## config.mk

```make
export PLATFORM = sky130hd
export DESIGN_NAME = wavemix_core
export DESIGN_NICKNAME = d
export VERILOG_FILES = /design/src/rtl/wavemix_pkg.sv /design/src/rtl/wavemix_shapes.sv /design/src/rtl/wavemix_pulse.sv /design/src/rtl/wavemix_combine.sv /design/src/rtl/wavemix_core.sv
export SDC_FILE = /design/constraint.sdc
export NUM_CORES = 1
export LEC_CHECK = 0
export BUFFER_PORTS_ARGS = -buffer_cell sky130_fd_sc_hd__buf_2
export CAP_MARGIN = 30
export CORE_MARGIN = 2
export CORE_UTILIZATION = 26
export CTS_CLUSTER_DIAMETER = 100
export DETAILED_ROUTE_END_ITERATION = 8
export PLACE_DENSITY = 0.48
export SLEW_MARGIN = 40
export SYNTH_ARGS = -nofsm -noshare
export SYNTH_HDL_FRONTEND = slang
export SYNTH_SLANG_ARGS = --single-unit
```

## constraint.sdc

```tcl
create_clock -name clk -period 3.8 [get_ports clk]
set_input_delay 0.57 -clock clk [delete_from_list [all_inputs] [get_ports clk]]
set_output_delay 0.57 -clock clk [all_outputs]
set_load 0.02 [all_outputs]
```

## src/rtl/wavemix_pkg.sv

```systemverilog
package wavemix_pkg;

    // Floating-output state machine
    typedef enum logic [1:0] {
        ST_IDLE  = 2'd0,
        ST_DRIVE = 2'd1,
        ST_FLOAT = 2'd2
    } mix_state_e;

    // Lane positions inside the select nibble
    localparam int LANES   = 4;
    localparam int LN_TRI  = 0;
    localparam int LN_SAW  = 1;
    localparam int LN_PUL  = 2;
    localparam int LN_NOI  = 3;

endpackage

```

## src/rtl/wavemix_shapes.sv

```systemverilog
module wavemix_shapes #(
    parameter int ACC_W = 24,
    parameter int OUT_W = 12
) (
    input  logic [ACC_W-1:0] acc,
    input  logic             partner_msb,
    input  logic             ring_en,
    output logic [OUT_W-1:0] saw,
    output logic [OUT_W-1:0] tri_w
);
    localparam int TRI_BITS = OUT_W - 1;

    logic                fold;
    logic [TRI_BITS-1:0] body;

    always_comb begin
        saw  = acc[ACC_W-1 -: OUT_W];
        fold = acc[ACC_W-1] ^ (ring_en & partner_msb);
        body = acc[ACC_W-2 -: TRI_BITS] ^ {TRI_BITS{fold}};
        tri_w = {body, 1'b0};
    end
endmodule

```

## src/rtl/wavemix_pulse.sv

```systemverilog
module wavemix_pulse #(
    parameter int OUT_W = 12
) (
    input  logic             clk,
    input  logic             rst_n,
    input  logic [OUT_W-1:0] phase_top,
    input  logic [OUT_W-1:0] width,
    input  logic             test,
    output logic [OUT_W-1:0] pulse_w
);
    logic cmp_q;

    // Compare is registered: the level reaches the mixer one cycle late
    always_ff @(posedge clk) begin
        if (!rst_n) cmp_q <= 1'b0;
        else        cmp_q <= (phase_top >= width);
    end

    always_comb begin
        pulse_w = {OUT_W{test | cmp_q}};
    end
endmodule

```

## src/rtl/wavemix_combine.sv

```systemverilog
module wavemix_combine #(
    parameter int OUT_W = 12,
    parameter int LANES = 4
) (
    input  logic [LANES-1:0]            sel,
    input  logic [LANES-1:0][OUT_W-1:0] lane,
    output logic [OUT_W-1:0]            mixed
);
    logic [LANES-1:0][OUT_W-1:0] masked;

    genvar g;
    generate
        for (g = 0; g < LANES; g++) begin : g_mask
            assign masked[g] = sel[g] ? lane[g] : {OUT_W{1'b1}};
        end
    endgenerate

    always_comb begin
        mixed = {OUT_W{1'b1}};
        for (int i = 0; i < LANES; i++) begin
            mixed = mixed & masked[i];
        end
    end
endmodule

```

## src/rtl/wavemix_core.sv

```systemverilog
module wavemix_core
    import wavemix_pkg::*;
#(
    parameter int ACC_W     = 24,
    parameter int OUT_W     = 12,
    parameter int FLOAT_TTL = 65536
) (
    input  logic             clk,
    input  logic             rst_n,
    input  logic [23:0]      acc_i,
    input  logic             partner_msb_i,
    input  logic             ring_en_i,
    input  logic             test_i,
    input  logic [3:0]       wave_sel_i,
    input  logic [11:0]      pulse_width_i,
    input  logic [11:0]      noise_i,
    output logic [11:0]      sample_o,
    output logic             nwb_req_o,
    output logic [11:0]      nwb_data_o
);
    localparam int TTL_W = $clog2(FLOAT_TTL + 1);
    localparam logic [TTL_W-1:0] TTL_LOAD = TTL_W'(FLOAT_TTL);
    localparam logic [TTL_W-1:0] TTL_LAST = TTL_W'(1);

    logic [OUT_W-1:0] saw_w, tri_w, pul_w, mix_w;
    logic [LANES-1:0][OUT_W-1:0] lanes;
    logic             any_sel;
    logic             noise_combo;

    mix_state_e       state_q, state_d;
    logic [TTL_W-1:0] ttl_q;
    logic [OUT_W-1:0] sample_q;
    logic             req_q;

    wavemix_shapes #(.ACC_W(ACC_W), .OUT_W(OUT_W)) u_shapes (
        .acc         (acc_i),
        .partner_msb (partner_msb_i),
        .ring_en     (ring_en_i),
        .saw         (saw_w),
        .tri_w       (tri_w)
    );

    wavemix_pulse #(.OUT_W(OUT_W)) u_pulse (
        .clk       (clk),
        .rst_n     (rst_n),
        .phase_top (acc_i[ACC_W-1 -: OUT_W]),
        .width     (pulse_width_i),
        .test      (test_i),
        .pulse_w   (pul_w)
    );

    always_comb begin
        lanes          = '0;
        lanes[LN_TRI]  = tri_w;
        lanes[LN_SAW]  = saw_w;
        lanes[LN_PUL]  = pul_w;
        lanes[LN_NOI]  = noise_i;
    end

    wavemix_combine #(.OUT_W(OUT_W), .LANES(LANES)) u_combine (
        .sel   (wave_sel_i),
        .lane  (lanes),
        .mixed (mix_w)
    );

    assign any_sel     = |wave_sel_i;
    assign noise_combo = wave_sel_i[LN_NOI] & (|wave_sel_i[LN_PUL:LN_TRI]);

    // Next-state logic
    always_comb begin
        state_d = state_q;
        unique case (state_q)
            ST_IDLE: begin
                if (any_sel) state_d = ST_DRIVE;      // go_drive
                else         state_d = ST_IDLE;       // stay_idle
            end
            ST_DRIVE, ST_FLOAT: begin
                if (any_sel)                 state_d = ST_DRIVE;  // go_drive
                else if (ttl_q <= TTL_LAST)  state_d = ST_IDLE;   // go_idle
                else                         state_d = ST_FLOAT;  // go_float
            end
            default: state_d = ST_IDLE;
        endcase
    end

    // State register and countdown
    always_ff @(posedge clk) begin
        if (!rst_n) begin
            state_q <= ST_IDLE;
            ttl_q   <= '0;
        end else begin
            state_q <= state_d;
            if (any_sel)                 ttl_q <= TTL_LOAD;
            else if (state_d == ST_IDLE) ttl_q <= '0;
            else                         ttl_q <= ttl_q - TTL_LAST;
        end
    end

    // Output registers
    always_ff @(posedge clk) begin
        if (!rst_n) begin
            sample_q <= '0;
            req_q    <= 1'b0;
        end else begin
            req_q <= noise_combo;
            unique case (state_d)
                ST_DRIVE: sample_q <= mix_w;
                ST_FLOAT: sample_q <= sample_q;
                ST_IDLE:  sample_q <= '0;
                default:  sample_q <= '0;
            endcase
        end
    end

    assign sample_o   = sample_q;
    assign nwb_req_o  = req_q;
    assign nwb_data_o = req_q ? sample_q : '0;


    saw_track_chk: assert property (@(posedge clk) disable iff (!rst_n)
        (wave_sel_i == 4'b0010) |=> (sample_o == $past(acc_i[23:12])));


    and_subset_chk: assert property (@(posedge clk) disable iff (!rst_n)
        (wave_sel_i[LN_NOI]) |=> ((sample_o & ~$past(noise_i)) == 12'h000));


    test_pulse_chk: assert property (@(posedge clk) disable iff (!rst_n)
        (test_i && wave_sel_i == 4'b0100) |=> (sample_o == 12'hFFF));


    float_hold_chk: assert property (@(posedge clk) disable iff (!rst_n)
        (state_q == ST_FLOAT && wave_sel_i == 4'b0000) |=>
        (sample_o == $past(sample_o) || sample_o == 12'h000));


    idle_zero_chk: assert property (@(posedge clk) disable iff (!rst_n)
        (state_q == ST_IDLE) |-> (sample_o == 12'h000));


    wb_req_chk: assert property (@(posedge clk) disable iff (!rst_n)
        (wave_sel_i > 4'h8) |=> (nwb_req_o && nwb_data_o == sample_o));

endmodule

```

# Yosys cells after proc, flatten, opt, wreduce, memory -nomap -nowiden
# Index checks and enable logic that the tools add are counted.
# word_totals
regBits,33
latch_bits,0
mem_bits_rw,0
mem_bits_ro,0
input_bits,57
out_inout_bits,25
wordCells,40
n_memories,0
# op_classes
add_sub_neg,1
n_mul,0
n_div,0
magnitude_cmp,2
eq_ne,4
shift,0
muxes,12
bitwise_logic,9
n_reduce_logical,6
# ops
cell,count
2-to-1 mux 12 bit,5
bitwise AND 12 bit,3
2-to-1 mux 17 bit,2
one-hot mux 12 bit (2 select lines),1
"less-or-equal comparator 17 x 1 -> 1 bit, second input constant",1
"subtractor 17 x 1 -> 17 bit, second input constant",1
>= comparator 12 bit,1
XOR 11 bit,1
OR reduction 6 bit,1
"equality test 2 x 1 -> 1 bit, second input constant",2
"equality test 2 bit, second input constant",2
zero test 2 bit,2
2-to-1 mux 2 bit,2
one-hot mux 2 bit (2 select lines),1
OR reduction 4 bit,1
OR reduction 3 bit,1
bitwise AND 1 bit,2
OR reduction 2 bit,1
2-to-1 mux 1 bit,1
NOT 1 bit,1
OR 1 bit,1
XOR 1 bit,1

# Depth between registers and ports, before layout
# Gate-level depths: netlist of run 1.
# depth
depth_word,8
mapped_depth,7
mapped_depth_nobuf,6

# By module
# Synthesis of run 1 repeated with hierarchy kept, for this count alone.
# hier_totals
hier_cells,298
hier_area_um2,2768.9
# by_module_without_submodules
mod,instances,cells_per_inst,area_each_um2,seq_area_each_um2
wavemix_core,1,141,1356.3,640.6
wavemix_combine,1,64,683.2,0.0
wavemix_pulse,1,54,410.4,20.0
wavemix_shapes,1,39,319.1,0.0

# Worst setup path after synthesis of run 1
# OpenSTA, ideal clock, no wires.
# synth_timing
path_kind,input -> register
start,in wave_sel_i[1]
end,reg sample_q[0] (netlist: sample_o[0])
setup_time_ns,0.126
t_arrival_ns,1.469
required_time_ns,3.674
path_slack_ns,2.206
stages,5
path_buffers,1
path_cell_list,o41ai_2 > a2111oi_4 > buf_6 > o211ai_1 > o21ai_0
# synth_via
elab_chain_len,5
elab_cells_between_ends,11
cone_classes,eq/ne (2); mux (5); bitwise (3); reduce/logical (1)
# synth_lines
element,line_no,source
"start, declared",wavemix_core.sv:14,"input logic [3:0] wave_sel_i,"
OR reduction 4 bit or 2-to-1 mux 12 bit (tied branches),"wavemix_core.sv:66, wavemix_combine.sv:14",
2-to-1 mux 2 bit (tied with other cells),wavemix_core.sv:78,if (any_sel) state_d = ST_DRIVE;
one-hot mux 2 bit (2 select lines) or bitwise AND 12 bit (tied branches),"wavemix_core.sv:72, wavemix_combine.sv:21",
equality test 2 bit (tied with other cells),wavemix_core.sv:106,unique case (state_d)
one-hot mux 12 bit (2 select lines),wavemix_core.sv:106,
"end signal, assigned",wavemix_core.sv:107,ST_DRIVE: sample_q <= mix_w;
"end signal, assigned",wavemix_core.sv:108,ST_FLOAT: sample_q <= sample_q;
"end, declared",wavemix_core.sv:32,logic [OUT_W-1:0] sample_q;
# Parallel ways exist; a longest one is shown, timed or not.
# A chain may end at the register's enable or synchronous reset.

# Worst setup path after layout of run 1
# layout_timing
start,in wave_sel_i[0]
end,reg sample_q[3] (netlist: sample_o[3])
# The elaborated chain is that of the path after synthesis.

==> flow_metrics.env, run 1 <==
export IMPL_status="complete, no violations"
export IMPL_initialDrtViolationCount=54
export IMPL_dp_cells=420
export IMPL_synth_compound_area_share_pct=18.0
export IMPL_max_slew_margin_pct=48.2
export IMPL_place_gp_congestion=0.820
export IMPL_ys_dominant_reg_cell="dfxtp_1"
export IMPL_timing_rr_start="ttl_q[3]"
export IMPL_hold_violations=0
export IMPL_routed_wl_um=5550
export IMPL_num_antenna_cells=0
export IMPL_grt_usage_pct=12.9
export IMPL_power_frac_clock_pct=38.9
export IMPL_finalNetCount=395
export IMPL_synth_area_top_cells="dfxtp_1 (31%), ha_1 (9.2%), mux2i_1 (6.0%), inv_1 (5.9%), o221ai_1 (4.5%)"
export IMPL_clock_fmax_ghz=0.465
export IMPL_async_flop_share_pct=0
export IMPL_cts_max_level=2
export IMPL_synth_cells=254
export IMPL_synthAdderAreaFrac_pct=9.25
export IMPL_seq_area_frac_synth_pct=30.5
export IMPL_io_pins=82
export IMPL_viasPerCell=4.57
export IMPL_cts_inserted_buffers=5
export IMPL_synthSimpleGateAreaFrac_pct=23.3
export IMPL_synthDistinctLibCells=44
export IMPL_syn_num_nets=327
export IMPL_die_area_mm2=0.00907
export IMPL_pwr_density_cell_mw_per_mm2=328
export IMPL_area_growth_pct=25.2
export IMPL_p_switching_uw=240
export IMPL_hpwlAfterDp_um=4270
export IMPL_fin_cells=428
export IMPL_power_frac_seq_pct=41.8
export IMPL_tightest_slew_ps=766
export IMPL_ys_warn_count=0
export IMPL_worst_r2r_endpoint="sample_o[3]"
export IMPL_drc=0
export IMPL_hp_start="sample_o[8]"
export IMPL_muxShareOfSynthArea_pct=6.01
export IMPL_cts_resized_gates=0
export IMPL_grt_pass1_wl_um=9020
export IMPL_gr_total_overflow=0
export IMPL_reg2reg_depth=4
export IMPL_synth_top_area_share_pct=30.5
export IMPL_cts_tree="yes"
export IMPL_start_kind="input pin"
export IMPL_port_buffers=69
export IMPL_power_frac_comb_pct=19.3
export IMPL_synth_largest_area_cell="dfxtp_1"
export IMPL_clk_pin_slew_worst_paths_ps=70
export IMPL_root_buffer="clkbuf_8"
export IMPL_grt_pass1_vias=1831
export IMPL_rsz0062_at_grt="false"
export IMPL_cts_setup_buffers=0
export IMPL_drv_slew=0
export IMPL_irDropWorstVdd_uv=132
export IMPL_ant_nets=0
export IMPL_fin_setup_tns_ps=0
export IMPL_required_ps=4010
export IMPL_worstSetupPathType="input pin to flop"
export IMPL_ys_ff_latch=33
export IMPL_rows=33
export IMPL_vias=1956
export IMPL_cp_endpoint="sample_o[3]"
export IMPL_p_int_uw=649
export IMPL_dr_pass1_iters=4
export IMPL_reg2reg_slack_ps=1780
export IMPL_arrival_ps=2360
export IMPL_skew_ps=9.71
export IMPL_synth_xor_area_share_pct=4.45
export IMPL_min_period_ps=2150
export IMPL_floorplan_initialDensity_pct=26.6
export IMPL_synth_top_family_by_area="simple AND/OR/NAND/NOR gates"
export IMPL_core_area_mm2=0.00813
export IMPL_end_kind="flop"
export IMPL_antenna_found_initial=0
export IMPL_cp_max_fo=26
export IMPL_wl_per_cell_um=13.0
export IMPL_die_w_um=95.2
export IMPL_maxCapViolations=0
export IMPL_clk_path_buf_depth=2
export IMPL_grt_max_degree=29
export IMPL_min_period_over_period_pct=56.6
export IMPL_synth_edf_count=0
export IMPL_die_h_um=95.2
export IMPL_syn_avg_cell_area_um2=8.52
export IMPL_setup_viol=0
export IMPL_clock_sinks=33
export IMPL_p_leak_nw=1.35
export IMPL_hold_path_class="flop to flop"
export IMPL_netlist_area_mm2=0.00216
export IMPL_crit_start="wave_sel_i[0]"
export IMPL_swShare_pct=27.0
export IMPL_layout_drive_gt1_share_pct=27.2
export IMPL_clk_insertion_delay_late_ps=290
export IMPL_cts_hold_buf=0
## worst max-delay path, cell delays in order
cell and delay [ps]:
buf_2 370, o41ai_2 200, a2111oi_4 730, o221ai_1 250
o22ai_1 220
## placed cells by master (no fill, tap or decap), types with 8 or more instances in the layout
cell type	n
o22ai_1	8
nor2_1	21
dfxtp_1	33
inv_1	34
and2_1	12
nand2_1	17
nand2b_1	8
a21oi_1	8
buf_2	69
ha_1	16
nand4_1	8
mux2i_1	13
o221ai_1	11
## power groups by stage
| stage | sequential [mW] | clock, mW | combinational, mW |
|---|---|---|---|
| floorplan | 0.388 | 0 | 0.101 |
| global placement | 0.380 | 0 | 0.171 |
| detailed placement | 0.380 | 0 | 0.172 |
| CTS | 0.373 | 0.353 | 0.173 |
| global route | 0.374 | 0.368 | 0.191 |
| finish | 0.372 | 0.346 | 0.171 |
## cell type report
| cell class | instances | area (um2) |
|---|---|---|
| Multi-Input combinational cell | 178 | 1320 |
| Tap cell | 105 | 131 |
| Inverter | 34 | 128 |
| Clock buffer | 7 | 86.3 |
| Clock inverter | 1 | 30.0 |
| Fill cell | 861 | 5420 |
| Timing Repair Buffer | 70 | 353 |
| Sequential cell | 33 | 661 |
## sequential cells by signal, summed over array words and instances (netlist names)
name and cells:
ttl_q 17, sample_o 12, state_q 2, nwb_req_o 1, u_pulse.cmp_q 1
## stage by stage
step | hold WS [ps] | util [%] | area, um2 | total power [mW] | setup WS, ps
2_1_floorplan | 463 | - | 2160 | 0.488 | 2210
5_1_grt | 506 | 33.3 | 2710 | 0.933 | 1490
6_report | 484 | 33.3 | 2710 | 0.889 | 1650
3_3_place_gp | 467 | 31.9 | 2590 | 0.551 | 1390
3_5_place_dp | 472 | 31.9 | 2590 | 0.552 | 1360
4_1_cts | 483 | 33.3 | 2710 | 0.898 | 1660
## logic make-up after synthesis
group,after synthesis
and+or+nand+nor,90
AOI/OAI and AO/OA,48
buffers and inverters,43
DFF,33
adders and majority gates,16
muxes,13
xor gates and xnor gates,11
## how the worst min path moves through the flow
stage / to / slack (ps) / cells past startpoint
floorplan: ttl_q[0] / 460 / 1
global placement: sample_o[3] / 470 / 2
detailed placement: sample_o[5] / 470 / 2
CTS: sample_o[5] / 480 / 2
global route: sample_o[6] / 510 / 2
finish: sample_o[8] / 480 / 2
## cells in the mapped netlist, drive strengths merged (3+ instances only)
cell	number
mux2i	13
nand3	4
clkbuf	3
o22ai	11
nor4	6
inv	34
nand2b	8
dfxtp	33
o21ai	6
and2	12
nor2	21
o221ai	11
nor3	7
xor2	6
nand4	8
buf	6
a21oi	8
ha	16
nand2	17
xnor2	5
## routing by layer
layer / routed length [um] / GRT usage [%]
met3: 267 / 2.29
met2: 2500 / 20.4
met1: 2700 / 17.7
met5: 0 / 0
met4: 84 / 4.35
(Power assumes the default switching activity.)
==> run 2, diff against run 1 <==
--- a/config.mk
+++ b/config.mk
@@ -11,7 +11,7 @@
 export CORE_UTILIZATION = 26
 export CTS_CLUSTER_DIAMETER = 100
 export DETAILED_ROUTE_END_ITERATION = 8
-export PLACE_DENSITY = 0.48
+export PLACE_DENSITY = 0.49
 export SLEW_MARGIN = 40
 export SYNTH_ARGS = -nofsm -noshare
 export SYNTH_HDL_FRONTEND = slang
==> constraint.sdc (replaced) <==
create_clock -name clk -period 1.81 [get_ports clk]
set_input_delay 0.2715 -clock clk [delete_from_list [all_inputs] [get_ports clk]]
set_output_delay 0.2715 -clock clk [all_outputs]
set_load 0.02 [all_outputs]
==> flow_metrics.env, run 2 (same netlist as run 1, synthesis figures left out) <==
export IMPL_min_period_over_period_pct=89.9
export IMPL_arrival_ps=1840
export IMPL_ant_nets=0
export IMPL_hpwlAfterDp_um=4480
export IMPL_pre_cts_ws_ps=186
export IMPL_multi_input_area_mm2=0.00133
export IMPL_irDropWorstVdd_uv=270
export IMPL_cp_top_family="simple AND/OR/NAND/NOR gates"
export IMPL_core_area_mm2=0.00813
export IMPL_drc=0
export IMPL_num_antenna_cells=0
export IMPL_fin_setup_tns_ps=0
export IMPL_gr_total_overflow=0
export IMPL_grt_usage_pct=13.4
export IMPL_setup_viol=0
export IMPL_crit_start="ttl_q[3]"
export IMPL_cp_slowest_cell="dfxtp_1"
export IMPL_cts_hold_buf=0
export IMPL_worstSetupPathType="flop to flop"
export IMPL_tightest_slew_ps=460
export IMPL_utilization_pct=34.0
export IMPL_final_common_cell="buf_2"
export IMPL_min_period_ps=1630
export IMPL_hp_start="noise_i[0]"
export IMPL_hold_path_class="input pin to flop"
export IMPL_clk_insertion_delay_late_ps=280
export IMPL_hold_violations=0
export IMPL_slowest_delay_ps=370
export IMPL_die_area_mm2=0.00907
export IMPL_cts_max_level=2
export IMPL_largest_register="ttl_q"
export IMPL_regArea_um2=661
export IMPL_clk_path_buf_depth=2
export IMPL_viasPerCell=4.55
export IMPL_worst_slack_ps=183
export IMPL_p_leak_nw=1.39
export IMPL_timing_rr_start="ttl_q[3]"
export IMPL_drv_slew=0
export IMPL_end_kind="flop"
export IMPL_io_pins=82
export IMPL_layout_drive_gt1_share_pct=29.3
export IMPL_finalNetCount=404
export IMPL_path_cells="nor3_2 > buf_4 > nand4_1 > or3_1 > a21oi_1"
export IMPL_cts_resized_gates=0
export IMPL_dp_cells=429
export IMPL_initialDrtViolationCount=46
export IMPL_wl_per_cell_um=13.0
export IMPL_cts_inserted_buffers=5
export IMPL_largest_reg_flops=17
export IMPL_fin_cells=436
export IMPL_grt_max_degree=25
export IMPL_antenna_found_initial=0
export IMPL_skew_ps=9.83
export IMPL_status="complete, no violations"
export IMPL_fill_cells=902
export IMPL_placed_area_mm2=0.00267
export IMPL_port_buffers=69
export IMPL_clock_sinks=33
export IMPL_required_ps=2030
export IMPL_final_cell_area_mm2=0.00277
export IMPL_power_mw=1.71
export IMPL_maxCapViolations=0
export IMPL_die_h_um=95.2
export IMPL_rows=33
export IMPL_pwr_density_cell_mw_per_mm2=620
export IMPL_start_kind="flop"
export IMPL_layout_common_cells="buf_2 (69), inv_1 (34), dfxtp_1 (33)"
export IMPL_grt_pass1_wl_um=9270
export IMPL_area_growth_pct=27.8
export IMPL_fin_hold_ws_ps=231
export IMPL_cp_num_buf_inv=1
export IMPL_cts_setup_buffers=0
export IMPL_cts_tree="yes"
export IMPL_rsz0062_at_grt="false"
export IMPL_floorplan_initialDensity_pct=26.6
export IMPL_max_slew_margin_pct=69.3
export IMPL_vias=1985
export IMPL_die_w_um=95.2
export IMPL_grt_pass1_vias=1930
export IMPL_routed_wl_um=5670
export IMPL_clk_pin_slew_worst_paths_ps=70
export IMPL_root_buffer="clkbuf_8"
export IMPL_place_gp_congestion=0.752
export IMPL_clock_fmax_ghz=0.615
export IMPL_cp_max_fo=5
export IMPL_dr_pass1_iters=4
run 2: cell count changes in the layout (fill, tap and decap cells not counted), sizes merged:
| cell | previous run | this run |
|---|---|---|
| bufinv | 1 | 0 |
| buf | 70 | 79 |
run 2: per-layer routing:
metal | vias up | global-route usage (%) | wire length, um
met5 | - | 0 | 0
met4 | 0 | 4.83 | 113
met2 | 45 | 21.2 | 2600
met3 | 7 | 3.00 | 250
li1 | 1045 | - | -
met1 | 888 | 17.8 | 2700
run 2: worst paths after layout:
check	endpoint	slack, ps	cells after the start
setup / recovery	ttl_q[13]	180	5
hold / removal	sample_o[0]	230	3
setup reg to reg	ttl_q[13]	180	5
hold reg to reg	sample_o[7]	480	2
run 2: area by class of cell:
class	count	share of cell area, %
sequential	33	23.9
multi-input combinational	178	48.0
inverter	34	4.61
clock buffer	7	3.12
timing repair buffer	79	15.6
tap	105	4.75
run 2: power breakdown:
part           leakage [nW]  switching [mW]  internal [mW]  total [mW]
Clock                0.0443           0.262          0.302       0.564
Combinational          1.07           0.204          0.166       0.371
Sequential            0.269          0.0245          0.755       0.780
Total                  1.39           0.491           1.22        1.71
run 2: worst register-to-register path: cells and delay by family, from the launching register on:
kind	cells	cell delay, ps
flops	1	370
compound gates	1	140
simple gates	3	890
buf+inv	1	180
